### src/rtl/rgn_attr_pkg.sv
package rgn_attr_pkg;
    localparam int ADDR_W     = 32;
    localparam int PAGE_SHIFT = 12;
    localparam int PAGE_W     = ADDR_W - PAGE_SHIFT;
    localparam int ATTR_W     = 8;
    localparam int REG_W      = 64;
    localparam int EN_BIT     = 8;
    localparam int START_LSB  = 12;
    localparam int TOP_LSB    = 44;

    typedef struct packed {
        logic [PAGE_W-1:0] top;
        logic [PAGE_W-1:0] start;
        logic              en;
        logic [ATTR_W-1:0] attr;
    } rng_cfg_t;

    function automatic rng_cfg_t rng_unpack(input logic [REG_W-1:0] w);
        rng_cfg_t c;
        c.attr  = w[ATTR_W-1:0];
        c.en    = w[EN_BIT];
        c.start = w[START_LSB +: PAGE_W];
        c.top   = w[TOP_LSB +: PAGE_W];
        return c;
    endfunction

    function automatic logic [REG_W-1:0] rng_pack(input rng_cfg_t c);
        logic [REG_W-1:0] w;
        w = '0;
        w[ATTR_W-1:0]          = c.attr;
        w[EN_BIT]              = c.en;
        w[START_LSB +: PAGE_W] = c.start;
        w[TOP_LSB +: PAGE_W]   = c.top;
        return w;
    endfunction
endpackage

### src/rtl/rgn_attr_regs.sv
module rgn_attr_regs
    import rgn_attr_pkg::*;
#(
    parameter int                N_RANGES   = 8,
    parameter int                IDX_W      = $clog2(N_RANGES),
    parameter logic [ATTR_W-1:0] DFLT_RESET = 8'h01
) (
    input  logic                             clk,
    input  logic                             rst_n,
    input  logic                             we,
    input  logic                             dflt_sel,
    input  logic [IDX_W-1:0]                 idx,
    input  logic [REG_W-1:0]                 wdata,
    input  logic                             rd_dflt,
    input  logic [IDX_W-1:0]                 rd_idx,
    output logic [REG_W-1:0]                 rd_data,
    output rng_cfg_t [N_RANGES-1:0]          cfg_q,
    output logic [ATTR_W-1:0]                dflt_q
);
    logic unused_rsv;
    assign unused_rsv = ^{wdata[START_LSB-1:EN_BIT+1], wdata[TOP_LSB-1:START_LSB+PAGE_W]};

    for (genvar i = 0; i < N_RANGES; i++) begin : g_rng
        always_ff @(posedge clk or negedge rst_n) begin
            if (!rst_n) begin
                cfg_q[i] <= '0;
            end else if (we && !dflt_sel && (idx == IDX_W'(i))) begin
                cfg_q[i] <= rng_unpack(wdata);
            end
        end
    end

    always_ff @(posedge clk or negedge rst_n) begin
        if (!rst_n) begin
            dflt_q <= DFLT_RESET;
        end else if (we && dflt_sel) begin
            dflt_q <= wdata[ATTR_W-1:0];
        end
    end

    always_comb begin
        if (rd_dflt) begin
            rd_data = {{(REG_W-ATTR_W){1'b0}}, dflt_q};
        end else begin
            rd_data = rng_pack(cfg_q[rd_idx]);
        end
    end
endmodule

### src/rtl/rgn_attr_match.sv
module rgn_attr_match
    import rgn_attr_pkg::*;
(
    input  rng_cfg_t          cfg,
    input  logic [PAGE_W-1:0] page,
    output logic              hit
);
    logic above_start;
    logic below_top;

    assign above_start = (page >= cfg.start);
    assign below_top   = (page <= cfg.top);
    assign hit         = cfg.en && above_start && below_top;
endmodule

### src/rtl/rgn_attr_prio.sv
module rgn_attr_prio
    import rgn_attr_pkg::*;
#(
    parameter int N_RANGES = 8
) (
    input  logic [N_RANGES-1:0]             match,
    input  logic [N_RANGES-1:0][ATTR_W-1:0] attrs,
    input  logic [ATTR_W-1:0]               dflt,
    output logic [ATTR_W-1:0]               attr,
    output logic                            hit
);
    always_comb begin
        attr = dflt;
        hit  = 1'b0;
        for (int i = N_RANGES - 1; i >= 0; i--) begin
            if (match[i]) begin
                attr = attrs[i];
                hit  = 1'b1;
            end
        end
    end
endmodule

### src/rtl/rgn_attr_lookup.sv
module rgn_attr_lookup
    import rgn_attr_pkg::*;
#(
    parameter int                N_RANGES   = 8,
    parameter int                IDX_W      = $clog2(N_RANGES),
    parameter logic [ATTR_W-1:0] DFLT_RESET = 8'h01
) (
    input  logic              clk,
    input  logic              rst_n,
    input  logic              cfg_we,
    input  logic              cfg_dflt,
    input  logic [IDX_W-1:0]  cfg_idx,
    input  logic [REG_W-1:0]  cfg_wdata,
    input  logic              rd_dflt,
    input  logic [IDX_W-1:0]  rd_idx,
    output logic [REG_W-1:0]  rd_data,
    input  logic [ADDR_W-1:0] lk_addr,
    output logic [ATTR_W-1:0] attr_o,
    output logic              hit_o
);
    rng_cfg_t [N_RANGES-1:0]          cfg_q;
    logic [ATTR_W-1:0]                dflt_attr;
    logic [N_RANGES-1:0]              match_vec;
    logic [N_RANGES-1:0]              en_vec;
    logic [N_RANGES-1:0][ATTR_W-1:0]  attr_vec;
    logic [PAGE_W-1:0]                page;
    logic [ATTR_W-1:0]                sel_attr;
    logic                             sel_hit;
    logic                             unused_offset;

    assign page          = lk_addr[ADDR_W-1:PAGE_SHIFT];
    assign unused_offset = ^lk_addr[PAGE_SHIFT-1:0];

    rgn_attr_regs #(
        .N_RANGES   (N_RANGES),
        .IDX_W      (IDX_W),
        .DFLT_RESET (DFLT_RESET)
    ) u_regs (
        .clk      (clk),
        .rst_n    (rst_n),
        .we       (cfg_we),
        .dflt_sel (cfg_dflt),
        .idx      (cfg_idx),
        .wdata    (cfg_wdata),
        .rd_dflt  (rd_dflt),
        .rd_idx   (rd_idx),
        .rd_data  (rd_data),
        .cfg_q    (cfg_q),
        .dflt_q   (dflt_attr)
    );

    for (genvar i = 0; i < N_RANGES; i++) begin : g_cmp
        assign en_vec[i]   = cfg_q[i].en;
        assign attr_vec[i] = cfg_q[i].attr;
        rgn_attr_match u_match (
            .cfg  (cfg_q[i]),
            .page (page),
            .hit  (match_vec[i])
        );
    end

    rgn_attr_prio #(
        .N_RANGES (N_RANGES)
    ) u_prio (
        .match (match_vec),
        .attrs (attr_vec),
        .dflt  (dflt_attr),
        .attr  (sel_attr),
        .hit   (sel_hit)
    );

    always_ff @(posedge clk or negedge rst_n) begin
        if (!rst_n) begin
            attr_o <= DFLT_RESET;
            hit_o  <= 1'b0;
        end else begin
            attr_o <= sel_attr;
            hit_o  <= sel_hit;
        end
    end
endmodule

### config.mk
export PLATFORM = sky130hd
export DESIGN_NAME = rgn_attr_lookup
export DESIGN_NICKNAME = d
export VERILOG_FILES = /design/src/rtl/rgn_attr_pkg.sv /design/src/rtl/rgn_attr_regs.sv /design/src/rtl/rgn_attr_match.sv /design/src/rtl/rgn_attr_prio.sv /design/src/rtl/rgn_attr_lookup.sv
export SDC_FILE = /design/constraint.sdc
export NUM_CORES = 1
export LEC_CHECK = 0
export BUFFER_PORTS_ARGS = -buffer_cell sky130_fd_sc_hd__buf_2
export CAP_MARGIN = 20
export CORE_UTILIZATION = 35
export DETAILED_ROUTE_END_ITERATION = 10
export PLACE_DENSITY_LB_ADDON = 0.3
export SLEW_MARGIN = 40
export SYNTH_ARGS = -nofsm -noshare
export SYNTH_HDL_FRONTEND = slang
export SYNTH_SLANG_ARGS = --single-unit
### constraint.sdc
create_clock -name clk -period 2.4 [get_ports clk]
set_input_delay 0.36 -clock clk [delete_from_list [all_inputs] [get_ports clk]]
set_output_delay 0.36 -clock clk [all_outputs]
set_load 0.01 [all_outputs]
==> results of run 1 <==
[cells in the mapped netlist, drive strengths merged (10+ instances only)]
library cell,instances,share of area (%)
o21ai,216,4.1
and4,10,0.33
ha,320,15
a211oi,16,0.50
nor2b,19,0.45
o211ai,17,0.48
dfrtp,407,38
nand2,237,3.4
inv,318,4.5
o21a,11,0.32
mux2,246,10
a21o,35,0.99
nor2,64,0.92
buf,44,0.98
nand2b,10,0.24
or3,11,0.26
a22o,16,0.56
clkbuf,69,0.98
mux2i,57,2.2
nand4,41,0.97
nand3,24,0.47
mux4,98,8.3
a21oi,107,2.0
[worst min path at each step]
stage	endpoint	slack, ns	depth (start not counted)
4_1_cts	u_regs.cfg_q[387]	0.04	3
3_3_place_gp	u_regs.cfg_q[76]	0.22	1
5_1_grt	u_regs.cfg_q[324]	0.06	3
2_1_floorplan	attr_o[1]	0.06	0
6_report	u_regs.cfg_q[387]	0.07	3
3_5_place_dp	u_regs.cfg_q[76]	0.22	1
[metrics by stage]
stage | util, % | total power, mW
after global placement | 41.63 | 19.42
final | 45.25 | 28.35
after global routing | 45.25 | 29.96
after floorplan | - | 15.02
after CTS | 44.74 | 28.13
after detailed placement | 41.63 | 19.70
[where the power goes]
group          switching (mW)  total (mW)  leakage [nW]  internal, mW
combinational            5.36        10.8          10.1          5.46
sequential               1.15        9.72          4.95          8.57
clock                    3.14        7.80         0.807          4.66
total                    9.66        28.3          15.9          18.7
[placed cells by master, fill, tap and decap left out, types with 12 or more instances in the layout]
master / netlist / final
nand3_1: 23 / 22
nor2b_1: 19 / 19
nand2_1: 237 / 234
o211ai_1: 17 / 17
clkbuf_8: 0 / 12
buf_6: 4 / 31
buf_2: 3 / 131
nand4_1: 41 / 41
inv_2: 0 / 13
buf_4: 16 / 293
nor2_1: 63 / 53
buf_12: 0 / 40
inv_1: 318 / 304
mux2_2: 246 / 246
a211oi_1: 15 / 14
a21oi_1: 105 / 93
ha_1: 320 / 301
a21oi_2: 2 / 12
ha_4: 0 / 18
mux4_2: 98 / 98
o21ai_0: 209 / 203
conb_1: 1 / 15
a21o_1: 35 / 35
mux2i_1: 57 / 41
clkbuf_16: 0 / 49
dfrtp_1: 407 / 407
[worst max-delay path, cell delays in order (launching register included)]
cell and delay [ns]:
dfrtp_1 0.38, inv_2 0.12, ha_4 0.22, a21o_1 0.17
a221o_1 0.33, a221oi_2 0.34, buf_4 0.18, o21ai_2 0.05
a22oi_2 0.16, buf_6 0.15, buf_8 0.14, mux2i_2 0.22
o211ai_1 0.12, a31o_1 0.19
[registers in the layout, indices dropped and copies added, names as in the netlist]
register       count
u_regs.cfg_q     392
attr_o             8
hit_o              1
u_regs.dflt_q      8
[metal layers]
metal / track usage (%) / part of all wire [%] / wire length, microns / vias up
li1: - / - / - / 9785
met1: 31.93 / 44 / 40310 / 10770
met5: 0 / 0.11 / 104 / -
met4: 6.738 / 2.7 / 2429 / 18
met3: 3.521 / 4.9 / 4469 / 148
met2: 39.98 / 48 / 44320 / 586
[logic make-up (layout without fill, tap and decap cells)]
group | count (synthesis) | count (layout)
buf+inv | 431 | 904
simple gates | 460 | 460
fa+ha+maj | 320 | 320
other cells | 1 | 15
mux | 401 | 401
flops | 409 | 409
compound gates | 468 | 471
[cell type report]
type | instances | area (sq um) | share of cell area (%)
clock buffers | 71 | 1429 | 4.227
clock inverters | 17 | 235.2 | 0.6959
inverters | 318 | 1197 | 3.542
multi-input cells | 1667 | 15450 | 45.70
flip-flops and latches | 409 | 10240 | 30.28
well taps | 969 | 1212 | 3.587
repair buffers | 498 | 4045 | 11.97
[what timing repair did]
item,CTS,global route
resized for setup,111,63
hold endpoints to repair,122,0
cloned,4,0
hold buffers,1,0
buffers inserted,12,13
setup endpoints to repair,26,33
pin swaps,24,29
==> impl_metrics.csv, run 1 <==
group,metric,value,unit
floorplan,floorplan.initialDensity,35.50,%
cts,clk_latency,0.61,ns
timing,maxSlewHeadroom,56.54,%
pwr,powerDensity,838.6,nW/um^2
timing,worst_pin_slew,0.6519,ns
setup_path,r2r_end,"attr_o[5]",
setup_path,arrival,3.40,ns
setup_path,cp.required,2.87,ns
timing,hold_violations,0,
timing,fin_setup_tns,-4.847,ns
setup_path,worstSetupPathType,"reg -> reg",
logic_synthesis,yosys.area_share.simple,8.186,%
global_route,grt_overflow,0,
logic_synthesis,async_flop_share,100.0,%
logic_synthesis,postSynthAreaPerCell,10.65,sq um
setup_path,r2r_start,"u_regs.cfg_q[336]",
placed_design,place_congestion,0.9330,
logic_synthesis,synthMuxAreaShare,20.92,%
timing,fin_crit_sh,121.8,%
route,vias_per_cell,5.395,
job,cap_violations,0,
setup_path,reg2reg_depth,13,
logic_synthesis,synth_ff_type,"dfrtp_1",
timing,layout_min_cycle_time,2.923,ns
route,drt-initial-drc-count,1570,
floorplan,rows,100,
cells_and_area,area_delta_synth_final,27.47,%
logic_synthesis,synthDistinctLibCells,74,
route,vias,21300,
floorplan,ios,180,
global_route,grt_first_pass_wirelength,139500,microns
route,drt_wl_total,91630,microns
timing,timing_max_transition_violations_final,0,
logic_synthesis,syn_inst,2490,
timing,fin_skew,0.02718,ns
cts,clkTransAtPathRegs,0.06,ns
cells_and_area,fin_nets,3370,
logic_synthesis,syn_area,26520,sq um
timing,max_freq,342.1,MHz
placed_design,post-place-ws,-1.178,ns
cts,cts_tree,"built",
logic_synthesis,seq_area_frac_synth,38.60,%
route,dr.pass1.iters,6,
placed_design,dpl.hpwl,67500,microns
cells_and_area,final_area,33800,sq um
placed_design,placed_cells,3842,
route,drt-wirelength-per-cell,23.20,microns
logic_synthesis,synth-seq-cells,409,
pwr,ir_drop,0.4757,mV
route,drcViolationCount,0,
worst_hold_path,min-delay-start,"cfg_wdata[59]",
setup_path,endpoint_kind,"flip-flop",
status,status,"finished, violations left",
cts,cts_num_sinks,409,
timing,rsz0062_at_grt,"yes",
status,failed_checks,"negative setup slack",
cells_and_area,fin_cells,3949,
logic_synthesis,synth_compound_area_share,10.72,%
setup_path,crit_start,"u_regs.cfg_q[336]",
pwr,leakagePower,15.90,nW
route,ant_nets,0,
global_route,antenna_found_initial,9,
placed_design,port_buffers,137,
setup_path,critPathMaxFanout,5,
worst_hold_path,hold_class,"in -> reg",
logic_synthesis,yosys_warnings,0,
global_route,grt_usage,23.86,%
cts,clock_path_buffers,3,
timing,finalSetupViolCount,18,
floorplan,coreArea,74700,sq um
cells_and_area,drive_above_1_share,35.64,%
timing,fin_worst_hold_slack,0.06943,ns
logic_synthesis,synthXorXnorAreaFrac,0,%
floorplan,dieArea,76870,sq um
logic_synthesis,synth_edf_count,0,
cells_and_area,fill_cells,6848,
cells_and_area,n_antenna_cell,0,
timing,fin_ws,-0.5234,ns
setup_path,start_kind,"flip-flop",
logic_synthesis,synth_fa_ha_area_share,15.10,%
cts,htree_num_levels,2,
placed_design,dpl_cell_area,31100,sq um
global_route,grt_start_max_net_pins,99,
cts,clock_tree.root_cell,"clkbuf_16",
floorplan,die_w,277.3,microns
floorplan,die_y,277.3,microns
setup_path,r2r_slack,-0.52,ns
cts,cts_buffers,49,
logic_synthesis,synth_top_family_by_area,"multiplexers",
setup_path,cp-endpoint,"attr_o[5]",
global_route,grt_pass1_vias,22440,
(Power assumes the default switching activity.)
==> run 2, diff against run 1 <==
- CTS_CLUSTER_DIAMETER: default -> 100
- SYNTH_HIERARCHICAL: default -> 1
==> run 2 against run 1 <==
Net effect: the flow still finishes with violations (negative setup slack); cell area is 3.0% higher; setup slack got worse by 0.061 ns; synthesized cell count is 6.5% lower; register-to-register slack worse by 0.06 ns; non-clock buffer count up 78; largest cell class unchanged; largest power group unchanged; highest routed layer unchanged.
==> impl_metrics.csv, run 2 <==
group,metric,value,unit
status,status,"finished, violations left",
status,failed_checks,"negative setup slack",
cells_and_area,final_area,34810,sq um
pwr,ir_drop,0.6401,mV
timing,fin_crit_sh,124.4,%
cells_and_area,area_delta_synth_final,29.86,%
global_route,grt_overflow,0,
logic_synthesis,synthTopCellsByCount,"dfrtp_1 (407), mux2_2 (406), ha_1 (320), inv_1 (313), a21oi_1 (97)",
route,wl_met3,4638,microns
logic_synthesis,yosys_warnings,6,
timing,worst_pin_slew,0.8109,ns
route,vias_per_cell,5.332,
floorplan,die_y,278.7,microns
timing,maxSlewHeadroom,45.83,%
floorplan,floorplan.initialDensity,35.35,%
route,drt-initial-drc-count,1267,
cts,cts_buffers,49,
logic_synthesis,seq_area_frac_synth,38.20,%
cts,clock_tree.root_cell,"clkbuf_16",
placed_design,place_congestion,0.9046,
setup_path,crit_top_cell,"nand4_1",
timing,hold_violations,0,
setup_path,start_kind,"flip-flop",
global_route,grt_pass1_vias,22530,
worst_hold_path,hold_class,"in -> reg",
setup_path,arrival,3.46,ns
cells_and_area,top_regs,"u_regs/cfg_q: 392 flops, attr_o: 8 flops, u_regs/dflt_q: 8 flops",
logic_synthesis,yosysTopAreaCell,"dfrtp_1",
placed_design,placed_cells,3787,
timing,max_freq,335.0,MHz
setup_path,cpPeakStageDelay,0.37,ns
route,drcViolationCount,0,
logic_synthesis,syn_area,26800,sq um
floorplan,rows,101,
cts,clkTransAtPathRegs,0.06,ns
setup_path,endpoint_kind,"flip-flop",
timing,fin_setup_tns,-5.186,ns
pwr,p_total,28.97,mW
cts,htree_num_levels,2,
cts,cts_num_sinks,409,
cells_and_area,largest_reg_flops,392,
setup_path,critPathSlowestCell,"dfrtp_1",
logic_synthesis,async_flop_share,100.0,%
logic_synthesis,synth_edf_count,0,
logic_synthesis,postSynthAreaPerCell,11.51,sq um
route,wl_met2,44190,microns
global_route,grt_first_pass_wirelength,136700,microns
global_route,grt_usage,23.21,%
cts,clk_latency,0.63,ns
logic_synthesis,syn_inst,2328,
placed_design,port_buffers,137,
setup_path,path_cells,"inv_1 -> ha_1 -> and4_1 -> nand4_1 -> nor2_2 -> nand4_1 -> a22oi_2 -> buf_6 -> buf_12 -> mux2i_2 -> a21boi_1 -> o221ai_1 -> a21oi_1",
setup_path,cp.required,2.88,ns
floorplan,coreArea,75820,sq um
logic_synthesis,synth_most_common_cell,"dfrtp_1",
route,drt_wl_total,89970,microns
cells_and_area,fin_nets,3299,
global_route,antenna_found_initial,10,
route,wl_met1,38360,microns
route,vias,20750,
placed_design,dpl_cell_area,31990,sq um
cts,cts_tree,"built",
floorplan,die_w,278.7,microns
cells_and_area,regMostFlops,"u_regs/cfg_q",
logic_synthesis,synth-seq-cells,409,
route,ant_nets,0,
placed_design,dpl.hpwl,65190,microns
timing,fin_skew,0.03341,ns
timing,fin_ws,-0.5848,ns
setup_path,worstSetupPathType,"reg -> reg",
route,drt-wirelength-per-cell,23.12,microns
global_route,grt_start_max_net_pins,81,
floorplan,ios,180,
timing,timing_max_transition_violations_final,0,
timing,finalSetupViolCount,15,
pwr,leakagePower,16.58,nW
logic_synthesis,yosys.area.top_type_share,38.00,%
pwr,powerDensity,832.5,nW/um^2
cells_and_area,fill_cells,6964,
route,top_layer_used,"met5",
route,dr.pass1.iters,7,
timing,rsz0062_at_grt,"yes",
logic_synthesis,synth_ff_type,"dfrtp_1",
cells_and_area,fin_cells,3892,
cells_and_area,drive_above_1_share,44.56,%
cts,clock_path_buffers,3,
setup_path,critPathMaxFanout,5,
timing,layout_min_cycle_time,2.985,ns
cells_and_area,layout_common_cells,"dfrtp_1 (406), mux2_2 (406), buf_4 (337), ha_1 (311), inv_1 (304)",
job,cap_violations,0,
logic_synthesis,synth_area_leaders,"dfrtp_1 (38%), mux2_2 (17%), ha_1 (15%), mux4_2 (6.9%), inv_1 (4.4%)",
setup_path,crit_buf_inv,3,
logic_synthesis,synthDistinctLibCells,49,
floorplan,dieArea,77690,sq um
setup_path,critPathTopFamily,"simple AND/OR/NAND/NOR gates",
## run 2: cell type report
cell class | count | area (sq um) | share of cell area, %
antenna | 1 | 2.502 | 0.007190
clock buffer | 70 | 1396 | 4.012
clock inverter | 22 | 299.0 | 0.8592
inverter | 314 | 1185 | 3.404
multi-input combinational | 1522 | 15740 | 45.22
sequential | 409 | 10240 | 29.42
tap | 978 | 1224 | 3.516
timing repair buffer | 576 | 4722 | 13.57
## run 2: cells by family after synthesis
group | count (synthesis) | share of synthesized area [%]
adders and majority gates | 320 | 14.94
muxes | 563 | 26.94
other | 1 | 0.01399
DFF | 409 | 38.20
and+or+nand+nor | 313 | 6.092
buffers and inverters | 412 | 6.344
AOI/OAI and AO/OA | 310 | 7.479
## run 2: stage by stage
stage                     util (%)  hold slack [ns]  setup WS [ns]
after floorplan                  -          0.06441       -0.07901
after global placement       42.20           0.3056        -0.9946
after detailed placement     42.20           0.3103         -1.082
after CTS                    45.28          0.03738        -0.5205
after global routing         45.90          0.06649        -0.6679
final                        45.90          0.07403        -0.5848
## run 2: final timing paths
kind	cells past startpoint	slack, ns	to	from
min in group asynchronous	2	0.29	u_regs/cfg_q[371]	rst_n
max reg2reg	13	-0.58	attr_o[3]	u_regs/cfg_q[391]
min reg2reg	1	0.53	u_regs/cfg_q[361]	u_regs/cfg_q[361]
max	13	-0.58	attr_o[3]	u_regs/cfg_q[391]
max in group asynchronous	3	1.33	u_regs/cfg_q[337]	rst_n
min	2	0.07	u_regs/cfg_q[23]	cfg_wdata[26]
## run 2: repair_timing
item	CTS	global route
gates resized for setup	132	95
pin swaps	42	57
setup endpoints to repair	34	41
hold endpoints to repair	39	0
cloned	1	2
buffers inserted	13	25
hold buffers	1	0
## run 2: report_power, final
| part | internal (mW) | total (mW) | switching [mW] |
|---|---|---|---|
| sequential | 8.56 | 9.79 | 1.23 |
| combinational | 6.07 | 11.3 | 5.18 |
| clock | 4.71 | 7.93 | 3.22 |
| total | 19.3 | 29.0 | 9.63 |
## run 2: routing by layer
layer	global-route usage, %	up-vias
li1	-	9506
met1	29.68	10560
met2	39.75	496
met3	3.899	178
met4	7.523	16
met5	0	-
==> run 3, diff against run 2 <==
- CORE_MARGIN: default -> 2
- CORE_UTILIZATION: 35 -> 50
==> run 3 against run 2 <==
Net effect: highest routed layer unchanged; cell area is 2.6% lower; first-iteration DRC count is 8.1% higher; worst hold slack better by 0.017 ns; register-to-register slack hardly changed; largest cell class unchanged; the run still ends with negative setup slack left; core utilization is 18 points higher; critical endpoint is now attr_o[4].
==> impl_metrics.csv, run 3 (synthesis gave the netlist of run 2 again) <==
group,metric,value,unit
cts,cts_num_sinks,409,
setup_path,arrival,3.46,ns
global_route,grt_overflow,0,
timing,fin_ws,-0.5774,ns
pwr,p_seq_share,34.4,%
cells_and_area,area_delta_synth_final,26.46,%
floorplan,die_y,235.5,microns
cells_and_area,largest_reg_flops,392,
status,status,"finished, violations left",
route,drcViolationCount,0,
pwr,clkPwrFrac,27.4,%
route,ant_nets,0,
setup_path,endpoint_kind,"flip-flop",
cells_and_area,final_common_cell,"dfrtp_1",
pwr,p_sw,9.485,mW
global_route,grt_start_max_net_pins,85,
cts,clk_latency,0.61,ns
timing,layout_min_cycle_time,2.977,ns
cells_and_area,top_regs,"u_regs/cfg_q: 392 flops, attr_o: 8 flops, u_regs/dflt_q: 8 flops",
route,vias,21010,
route,dr.pass1.iters,7,
timing,timing_max_transition_violations_final,0,
setup_path,critPathMaxFanout,7,
timing,hold_violations,0,
cells_and_area,layout_common_cells,"dfrtp_1 (407), mux2_2 (406), buf_4 (333), ha_1 (308), inv_1 (301)",
floorplan,ios,180,
pwr,leakagePower,16.35,nW
timing,max_freq,335.9,MHz
worst_hold_path,hold_class,"in -> reg",
floorplan,rows,84,
route,vias_per_cell,5.883,
pwr,p_total,28.62,mW
timing,fin_skew,0.01862,ns
cts,htree_num_levels,2,
cells_and_area,fin_nets,3267,
job,cap_violations,0,
placed_design,port_buffers,137,
status,failed_checks,"negative setup slack",
timing,fin_worst_hold_slack,0.09149,ns
placed_design,dpl.hpwl,59210,microns
route,drt_wl_total,85140,microns
pwr,p_comb_share,38.3,%
cells_and_area,final_area,33890,sq um
cts,clock_tree.root_cell,"clkbuf_16",
setup_path,r2r_slack,-0.58,ns
cells_and_area,fill_cells,4090,
cells_and_area,drive_above_1_share,43.85,%
cts,cts_tree,"built",
pwr,netSwitchingFraction,33.15,%
pwr,internal_power,19.13,mW
timing,rsz0062_at_grt,"yes",
cts,clock_path_buffers,3,
floorplan,floorplan.initialDensity,50.80,%
timing,worst_pin_slew,0.8820,ns
timing,maxSlewHeadroom,40.98,%
global_route,grt_pass1_vias,22270,
global_route,grt_usage,30.55,%
setup_path,cp.required,2.88,ns
placed_design,place_congestion,0.9319,
global_route,grt_first_pass_wirelength,130100,microns
timing,fin_crit_sh,124.1,%
route,drt-initial-drc-count,1369,
cts,cts_buffers,49,
setup_path,worstSetupPathType,"reg -> reg",
timing,finalSetupViolCount,14,
global_route,antenna_found_initial,4,
floorplan,dieArea,55470,sq um
setup_path,start_kind,"flip-flop",
route,drt-wirelength-per-cell,23.84,microns
floorplan,die_w,235.5,microns
pwr,ir_drop,0.5418,mV
timing,fin_setup_tns,-5.120,ns
floorplan,coreArea,52760,sq um
pwr,powerDensity,844.3,nW/um^2
cts,clkTransAtPathRegs,0.06,ns
cells_and_area,regMostFlops,"u_regs/cfg_q",
cells_and_area,final_util,64.24,%
placed_design,dpl_cell_area,31170,sq um
## run 3: cell count changes in the layout (fill, tap and decap cells not counted), moves of 4 or more
cell / before / now
a21boi_1: 7 / 3
a21boi_2: 0 / 4
a221oi_1: 1 / 8
a221oi_2: 13 / 6
buf_12: 34 / 24
buf_4: 337 / 333
buf_6: 72 / 49
mux2i_1: 40 / 47
mux2i_2: 13 / 9
o21ai_0: 49 / 40
o21ai_1: 9 / 17
## run 3: layout make-up
cell class              count  area, sq um  area share, %
multi-input cells        1524        15680          46.25
flip-flops and latches    409        10240          30.20
repair buffers            542         4238          12.50
clock buffers              70         1405          4.146
inverters                 314         1189          3.507
well taps                 688        860.8          2.540
clock inverters            21        281.5         0.8306
diodes                      3        7.507        0.02215
## run 3: final timing paths
path | startpoint | endpoint | cells past startpoint
setup / recovery | u_regs/cfg_q[91] | attr_o[4] | 13
hold reg to reg | u_regs/cfg_q[207] | u_regs/cfg_q[207] | 1
max in group asynchronous | rst_n | u_regs/cfg_q[4] | 3
hold / removal | cfg_wdata[28] | u_regs/cfg_q[74] | 2
min in group asynchronous | rst_n | u_regs/cfg_q[21] | 2
setup reg to reg | u_regs/cfg_q[91] | attr_o[4] | 13
## run 3: per-layer routing
metal / vias up / share of wire, % / global-route usage [%]
met5: - / 0.027 / 0
met1: 10710 / 42 / 39.62
met4: 4 / 4.0 / 13.18
met2: 659 / 48 / 51.37
met3: 195 / 5.3 / 4.139
li1: 9440 / - / -
## run 3: power by group through the flow
stage | clock network [mW] | registers (mW) | logic, mW
after detailed placement | 0 | 9.84 | 9.95
after floorplan | 0 | 9.51 | 5.65
after global placement | 0 | 9.76 | 9.60
final | 7.84 | 9.83 | 10.9
after CTS | 7.95 | 9.77 | 10.4
after global routing | 8.22 | 10.0 | 11.9
## run 3: critical path, stage by stage (launching register included)
cell,delay [ns]
dfrtp_1,0.39
inv_2,0.10
ha_4,0.21
a21o_1,0.17
a221o_1,0.31
a221o_1,0.34
a21oi_2,0.11
o21ai_1,0.08
a22oi_2,0.30
buf_4,0.21
clkinvlp_4,0.21
o22ai_2,0.21
o21a_1,0.16
a21oi_2,0.05
## run 3: stage by stage
stage               std cells  setup slack, ns
floorplan                2342         -0.07901
global placement         3455          -0.8840
detailed placement       3455          -0.9737
CTS                      3558          -0.4246
global route             3569          -0.6402
finish                   3571          -0.5774
## run 3: what timing repair did
action                     4_1_cts  5_1_grt
pin swaps                       23       46
hold buffers                     1        0
setup endpoints to repair       23       32
cloned                           0        3
hold endpoints to repair       176        0
buffers inserted                17       20
gates resized for setup         93      106
